--- src/rtl/mux_block_chan.sv ---
module mux_block_chan #(
  parameter int NCH      = 16,
  parameter int AW       = 15,
  parameter int DW       = 16,
  parameter int PTR_BASE = 64
) (
  input  logic              clk,
  input  logic              rst_n,
  input  logic [NCH-1:0]    start,
  input  logic [NCH-1:0]    auto_sw,
  input  logic [NCH-1:0]    irq_mask,
  input  logic [NCH-1:0]    irq_clr,
  input  logic [NCH-1:0]    dev_req,
  input  logic [NCH-1:0]    dev_dir,
  input  logic [NCH*DW-1:0] dev_wdata,
  output logic [NCH-1:0]    dev_ack,
  output logic [DW-1:0]     dev_rdata,
  output logic              mem_req,
  output logic              mem_we,
  output logic [AW-1:0]     mem_addr,
  output logic [DW-1:0]     mem_wdata,
  input  logic              mem_gnt,
  input  logic [DW-1:0]     mem_rdata,
  output logic [NCH-1:0]    irq
);
  localparam int CW = (NCH > 1) ? $clog2(NCH) : 1;

  typedef enum logic [2:0] {S_IDLE, S_CUR, S_FIN, S_DATA, S_WBK} st_t;

  st_t            state;
  logic [NCH-1:0] active, sel, pend;
  logic [CW-1:0]  ch, pick;
  logic           pick_ok;
  logic [AW-1:0]  cur, fin, pair;
  logic           fire, last;

  always_comb begin
    pick_ok = 1'b0;
    pick    = '0;
    for (int i = NCH - 1; i >= 0; i--)
      if (dev_req[i] && active[i]) begin
        pick_ok = 1'b1;
        pick    = CW'(i);
      end
  end

  assign pair    = AW'(PTR_BASE) + AW'({ch, sel[ch], 1'b0});
  assign mem_req = (state != S_IDLE);
  assign fire    = mem_req && mem_gnt;
  assign last    = (cur == fin);
  assign mem_we  = (state == S_WBK) || ((state == S_DATA) && dev_dir[ch]);

  always_comb begin
    case (state)
      S_CUR:   mem_addr = pair;
      S_FIN:   mem_addr = pair + AW'(1);
      S_DATA:  mem_addr = cur;
      default: mem_addr = pair;
    endcase
  end

  assign mem_wdata = (state == S_DATA) ? dev_wdata[ch*DW +: DW] : DW'(cur + AW'(1));
  assign dev_ack   = (state == S_DATA && fire) ? (NCH'(1) << ch) : '0;
  assign dev_rdata = mem_rdata;
  assign irq       = pend & ~irq_mask;

  always_ff @(posedge clk or negedge rst_n) begin
    if (!rst_n) begin
      state <= S_IDLE;
      ch    <= '0;
      cur   <= '0;
      fin   <= '0;
    end else begin
      case (state)
        S_IDLE: if (pick_ok) begin
          ch    <= pick;
          state <= S_CUR;
        end
        S_CUR: if (fire) begin
          cur   <= mem_rdata[AW-1:0];
          state <= S_FIN;
        end
        S_FIN: if (fire) begin
          fin   <= mem_rdata[AW-1:0];
          state <= S_DATA;
        end
        S_DATA: if (fire) state <= S_WBK;
        S_WBK:  if (fire) state <= S_IDLE;
        default: state <= S_IDLE;
      endcase
    end
  end

  always_ff @(posedge clk or negedge rst_n) begin
    if (!rst_n) begin
      active <= '0;
      sel    <= '0;
      pend   <= '0;
    end else begin
      pend <= pend & ~irq_clr;
      if (state == S_WBK && fire && last) begin
        pend[ch] <= 1'b1;
        if (auto_sw[ch]) sel[ch] <= ~sel[ch];
        else             active[ch] <= 1'b0;
      end
      for (int i = 0; i < NCH; i++)
        if (start[i]) begin
          active[i] <= 1'b1;
          sel[i]    <= 1'b0;
        end
    end
  end
endmodule


--- config.mk ---
export PLATFORM = sky130hd
export DESIGN_NAME = mux_block_chan
export DESIGN_NICKNAME = d
export VERILOG_FILES = /design/src/rtl/mux_block_chan.sv
export SDC_FILE = /design/constraint.sdc
export NUM_CORES = 1
export LEC_CHECK = 0
export CAP_MARGIN = 20
export CORE_AREA = 2 2 176 178
export CTS_BUF_LIST = sky130_fd_sc_hd__clkbuf_8 sky130_fd_sc_hd__clkbuf_16
export CTS_CLUSTER_DIAMETER = 200
export CTS_CLUSTER_SIZE = 30
export DETAILED_ROUTE_END_ITERATION = 10
export DIE_AREA = 0 0 178 180
export PLACE_DENSITY = 0.66
export SLEW_MARGIN = 10
export SYNTH_ARGS = -nofsm -noshare
export SYNTH_HDL_FRONTEND = slang
export SYNTH_SLANG_ARGS = --single-unit
--- constraint.sdc ---
create_clock -name clk -period 4.32 [get_ports clk]
set_input_delay 1.296 -clock clk [delete_from_list [all_inputs] [get_ports clk]]
set_output_delay 1.296 -clock clk [all_outputs]
set_load 0.05 [all_outputs]
After elaboration in Yosys (flattened, before gate mapping)
Cells that the tools add are included.
{"block": "word_totals", "reg_bits": 85, "word_cells": 258}
{"block": "classes", "addsub": 3, "order_cmp": 2, "eq_ne": 26, "shift": 2, "n_mux": 87, "bitwise_logic": 8, "n_reduce_logical": 93}
{"operator": "256-bit by 9-bit variable part select with 16-bit output", "count": 1}
{"operator": "16-bit two-way mux", "count": 7}
{"operator": "2-bit AND reduction", "count": 35}
{"operator": "4-bit two-way mux", "count": 16}
{"operator": "2-bit nonzero test", "count": 32}
{"operator": "1-bit two-way mux", "count": 52}
{"operator": "16-bit bitwise AND", "count": 3}
{"operator": "16-bit NOT", "count": 3}
{"operator": "2-bit inequality test (second input constant)", "count": 21}
{"operator": "15-bit one-hot mux with 2 select lines", "count": 1}
{"operator": "1-bit logical AND", "count": 22}
{"operator": "15-bit by 1-bit adder with 16-bit output (second input constant)", "count": 1}
{"operator": "16-bit bitwise mux", "count": 1}
{"operator": "16-bit bitwise OR", "count": 1}
{"operator": "1-bit by 4-bit << shifter with 16-bit output (first input constant)", "count": 1}
{"operator": "15-bit equality test", "count": 1}
{"operator": "3-bit two-way mux", "count": 5}
{"operator": "3-bit one-hot mux with 5 select lines", "count": 1}
{"operator": "1-bit binary-select mux with 4-bit select", "count": 3}
{"operator": "8-bit by 1-bit adder with 9-bit output (second input constant)", "count": 1}
{"operator": "7-bit by 6-bit adder with 8-bit output (first input constant)", "count": 1}
{"operator": "3-bit by 2-bit equality test with 1-bit output (second input constant)", "count": 2}
{"operator": "4-bit by 5-bit < comparator with 1-bit output (second input constant)", "count": 1}
{"operator": "5-bit AND reduction", "count": 1}
{"operator": "8 further kinds", "count": 8}

Depth between registers and ports, before layout
{"block": "logic_depth", "word_depth": 19, "mapped_depth": 8, "ltp_nobuf": 6}

Least setup slack after synthesis
OpenSTA, ideal clock, no wires.
{"block": "synth_path", "kind": "input to output", "from": "input port dev_wdata[242]", "to": "output port mem_wdata[2]", "t_arrival_ps": 2764, "t_required_ps": 3024, "path_slack_ps": 260, "stages": 4, "path_buffers": 0, "cell_sequence": "mux4_2 > mux4_2 > nand2_1 > o21ai_0"}
{"block": "synth_between", "elab_chain_len": 2}
{"element": "start, declared", "line_no": "15", "rtl": "input logic [NCH*DW-1:0] dev_wdata,"}
{"element": "256-bit by 9-bit variable part select with 16-bit output", "line_no": "62", "rtl": "assign mem_wdata = (state == S_DATA) ? dev_wdata[ch*DW +: DW] : DW'(cur + AW'(1));"}
{"element": "16-bit two-way mux", "line_no": "62"}
{"element": "end, declared", "line_no": "21", "rtl": "output logic [DW-1:0] mem_wdata,"}
Every way passes these cells.

Final worst setup path
{"block": "layout_path", "from": "input port dev_wdata[243]", "to": "output port mem_wdata[3]"}
Same word-level chain as after synthesis.

==> results.sh <==
export IMPL_placed_cell_area_sq_mm=0.0121
export IMPL_mostFrequentLayoutCells="clkdlybuf4s50_1, dlygate4sd2_1, mux4_2, dfrtp_1, nor2_1"
export IMPL_die_h_microns=180
export IMPL_core_sq_mm=0.0302
export IMPL_drt_total_wl_microns=33300
export IMPL_synth_async_reset_ratio_pct=100
export IMPL_finalSetupViolations=0
export IMPL_cts_tree="yes"
export IMPL_drt_iter0_drc=432
export IMPL_crit_family="multiplexers"
export IMPL_tightest_slew_ns=0.607
export IMPL_critPathArrivalTime_ns=3.02
export IMPL_antenna_found_initial=12
export IMPL_cp_required_ns=3.02
export IMPL_finalHoldViolCount=0
export IMPL_critPathMaxStageDelay_ns=0.51
export IMPL_yosysSeqAreaShare_pct=30.3
export IMPL_io_pins=452
export IMPL_powerDensity_mw_per_mm2=551
export IMPL_crit_top_cell="mux4_2"
export IMPL_status="finished clean"
export IMPL_worst_path_max_fanout=1
export IMPL_fmax_mhz=232
export IMPL_worst_path_buf_inv=2
export IMPL_first_pass_iters=5
export IMPL_ys_warn_count=0
export IMPL_startpoint_type="input pin"
export IMPL_critical_path_class="in2out"
export IMPL_syn_avg_cell_area_sq_um=10.9
export IMPL_maxSlewHeadroom_pct=59.4
export IMPL_clk_path_buf_depth=2
export IMPL_route_detailed_wl_per_inst_microns=22.6
export IMPL_ant_nets=0
export IMPL_vias=7324
export IMPL_skew_ns=0.00800
export IMPL_layout_nets=1439
export IMPL_cts_buffers=9
export IMPL_netlist_area_sq_mm=0.00701
export IMPL_die_area_sq_mm=0.0320
export IMPL_min_period_ns=4.32
export IMPL_synth_seq_cells=85
export IMPL_cts_sinks=85
export IMPL_grt_setup_unrepaired="yes"
export IMPL_synth_nets=1017
export IMPL_row_count=64
export IMPL_grt_overflow=0
export IMPL_grt_pass1_wl_microns=48800
export IMPL_cts_root_buf="clkbuf_16"
export IMPL_path_cells="clkdlybuf4s50_1, mux4_2, mux4_2, nand2_1, o21ai_1, buf_6"
export IMPL_drive_above_1_share_pct=23.9
export IMPL_drc_errors=0
export IMPL_rrSetupSlack_ns=1.61
export IMPL_fin_crit_sh_pct=99.9
export IMPL_cp_end_kind="output pin"
export IMPL_p_leak_nw=5.11
export IMPL_hold_buffers=0
export IMPL_min_path_type="reg2reg"
export IMPL_slowest_stage="mux4_2"
export IMPL_ir_worst_vdd_uv=267
export IMPL_dp_cells=1452
export IMPL_clkLatencyLatePin_ns=0.35
export IMPL_cts_max_level=3
export IMPL_drv_cap=0
export IMPL_synth_main_ff_cell="dfrtp_1"
export IMPL_yosys_cell_types_count=51
export IMPL_grt_pass1_vias=7705
export IMPL_fp_dieW_microns=178
export IMPL_initial_core_util_pct=23.2
export IMPL_grtUsageTotal_pct=20.5
export IMPL_area_delta_synth_final_pct=77.3
export IMPL_port_buffers=449
export IMPL_dp_final_hpwl_microns=28100
export IMPL_synthesis_instances=645
export IMPL_viasPerCell=4.96
export IMPL_cts_setup_buffers=0
export IMPL_stdcell_count=1477
export IMPL_gp_congestion=0.933
export IMPL_synth_edf_count=0
export IMPL_design_area_sq_mm=0.0124
export IMPL_layout_commonest_cell="clkdlybuf4s50_1"
export IMPL_whs_ns=0.524
export IMPL_grt_max_degree=35
export IMPL_path_clk_slew_ns=0.07
export IMPL_maxSlewViolCount=0
-- sequential cells by signal (all words and copies together) (netlist names) --
name,count
ch,4
state,3
active,16
fin,15
pend,16
cur,15
sel,16
-- routing by layer --
layer	GRT usage (%)	routed length, microns
met3	5.88	3050
met5	0	30
met1	28.5	14400
met2	32.5	15700
met4	2.56	208
-- path summary, 6_finish.rpt --
| kind | startpoint | endpoint | cells after the start |
|---|---|---|---|
| max | dev_wdata[243] | mem_wdata[3] | 6 |
| min | active[8]$_DFFE_PN0P_ | active[8]$_DFFE_PN0P_ | 2 |
| max reg2reg | state[2]$_DFFE_PN0P_ | sel[4]$_DFFE_PN0P_ | 7 |
| min reg2reg | active[8]$_DFFE_PN0P_ | active[8]$_DFFE_PN0P_ | 2 |
| max in group asynchronous | rst_n | sel[14]$_DFFE_PN0P_ | 2 |
| min in group asynchronous | rst_n | fin[6]$_DFFE_PN0P_ | 1 |
-- through the flow --
step | setup TNS, ns | power [W] | util (%) | worst slack [ns]
2_1_floorplan | 0 | 0.00427 | - | 0.260
3_3_place_gp | -2.01 | 0.00595 | 40.0 | -0.334
3_5_place_dp | -2.00 | 0.00598 | 40.0 | -0.299
4_1_cts | -0.0264 | 0.00687 | 40.7 | -0.00926
5_1_grt | -0.0675 | 0.00723 | 41.1 | -0.0205
6_report | 0 | 0.00685 | 41.2 | 0.00436
-- repair_timing --
item / 4_1_cts / 5_1_grt
pin swaps: 11 / 2
setup endpoints to repair: 17 / 13
endpoints found under the hold margin: 0 / 0
resized for setup: 192 / 49
-- power by group --
group / total [W] / internal [W] / switching (W)
registers: 0.00130 / 0.000980 / 0.000317
logic: 0.00482 / 0.00220 / 0.00262
clock network: 0.000736 / 0.000392 / 0.000345
total: 0.00685 / 0.00357 / 0.00328
-- area by class of cell --
type	count	area, sq um
diodes	9	22.5
fillers	2952	17800
repair buffers	475	4830
multi-input cells	477	4600
inverters	19	71.3
flip-flops and latches	85	2140
well taps	396	495
clock inverters	7	50.0
clock buffers	9	225
-- cell usage after synthesis (8+ instances only) --
master | instances | area share (%)
o21ai_1 | 8 | 0.57
nor2_1 | 78 | 4.2
mux4_2 | 93 | 30
a311oi_1 | 16 | 2.0
buf_2 | 10 | 0.71
nand2_1 | 66 | 3.5
o22ai_1 | 17 | 1.5
nand3_1 | 20 | 1.4
buf_4 | 17 | 1.8
a21oi_1 | 36 | 2.6
inv_1 | 19 | 1.0
o21ai_0 | 12 | 0.86
mux2_2 | 31 | 5.0
xor2_1 | 22 | 2.7
buf_1 | 8 | 0.43
and2_1 | 10 | 0.89
clkbuf_1 | 28 | 1.5
dfrtp_1 | 85 | 30
-- kinds of logic after synthesis --
| kind of cell | after synthesis | synth area share (%) |
|---|---|---|
| buffers and inverters | 83 | 5.64 |
| AO/OA/AOI/OAI | 103 | 9.08 |
| AND/OR/NAND/NOR | 219 | 16.1 |
| flip-flops | 85 | 30.3 |
| adder cells (fa/ha/maj) | 1 | 0.178 |
| multiplexers | 125 | 35.0 |
| XOR/XNOR | 29 | 3.62 |
-- worst min-delay path: stages, from the launching register on --
cell and delay (ns):
dfrtp_1 0.35, nor2_1 0.04, a21oi_1 0.09
Note: power is estimated with default switching activity, not from simulation.
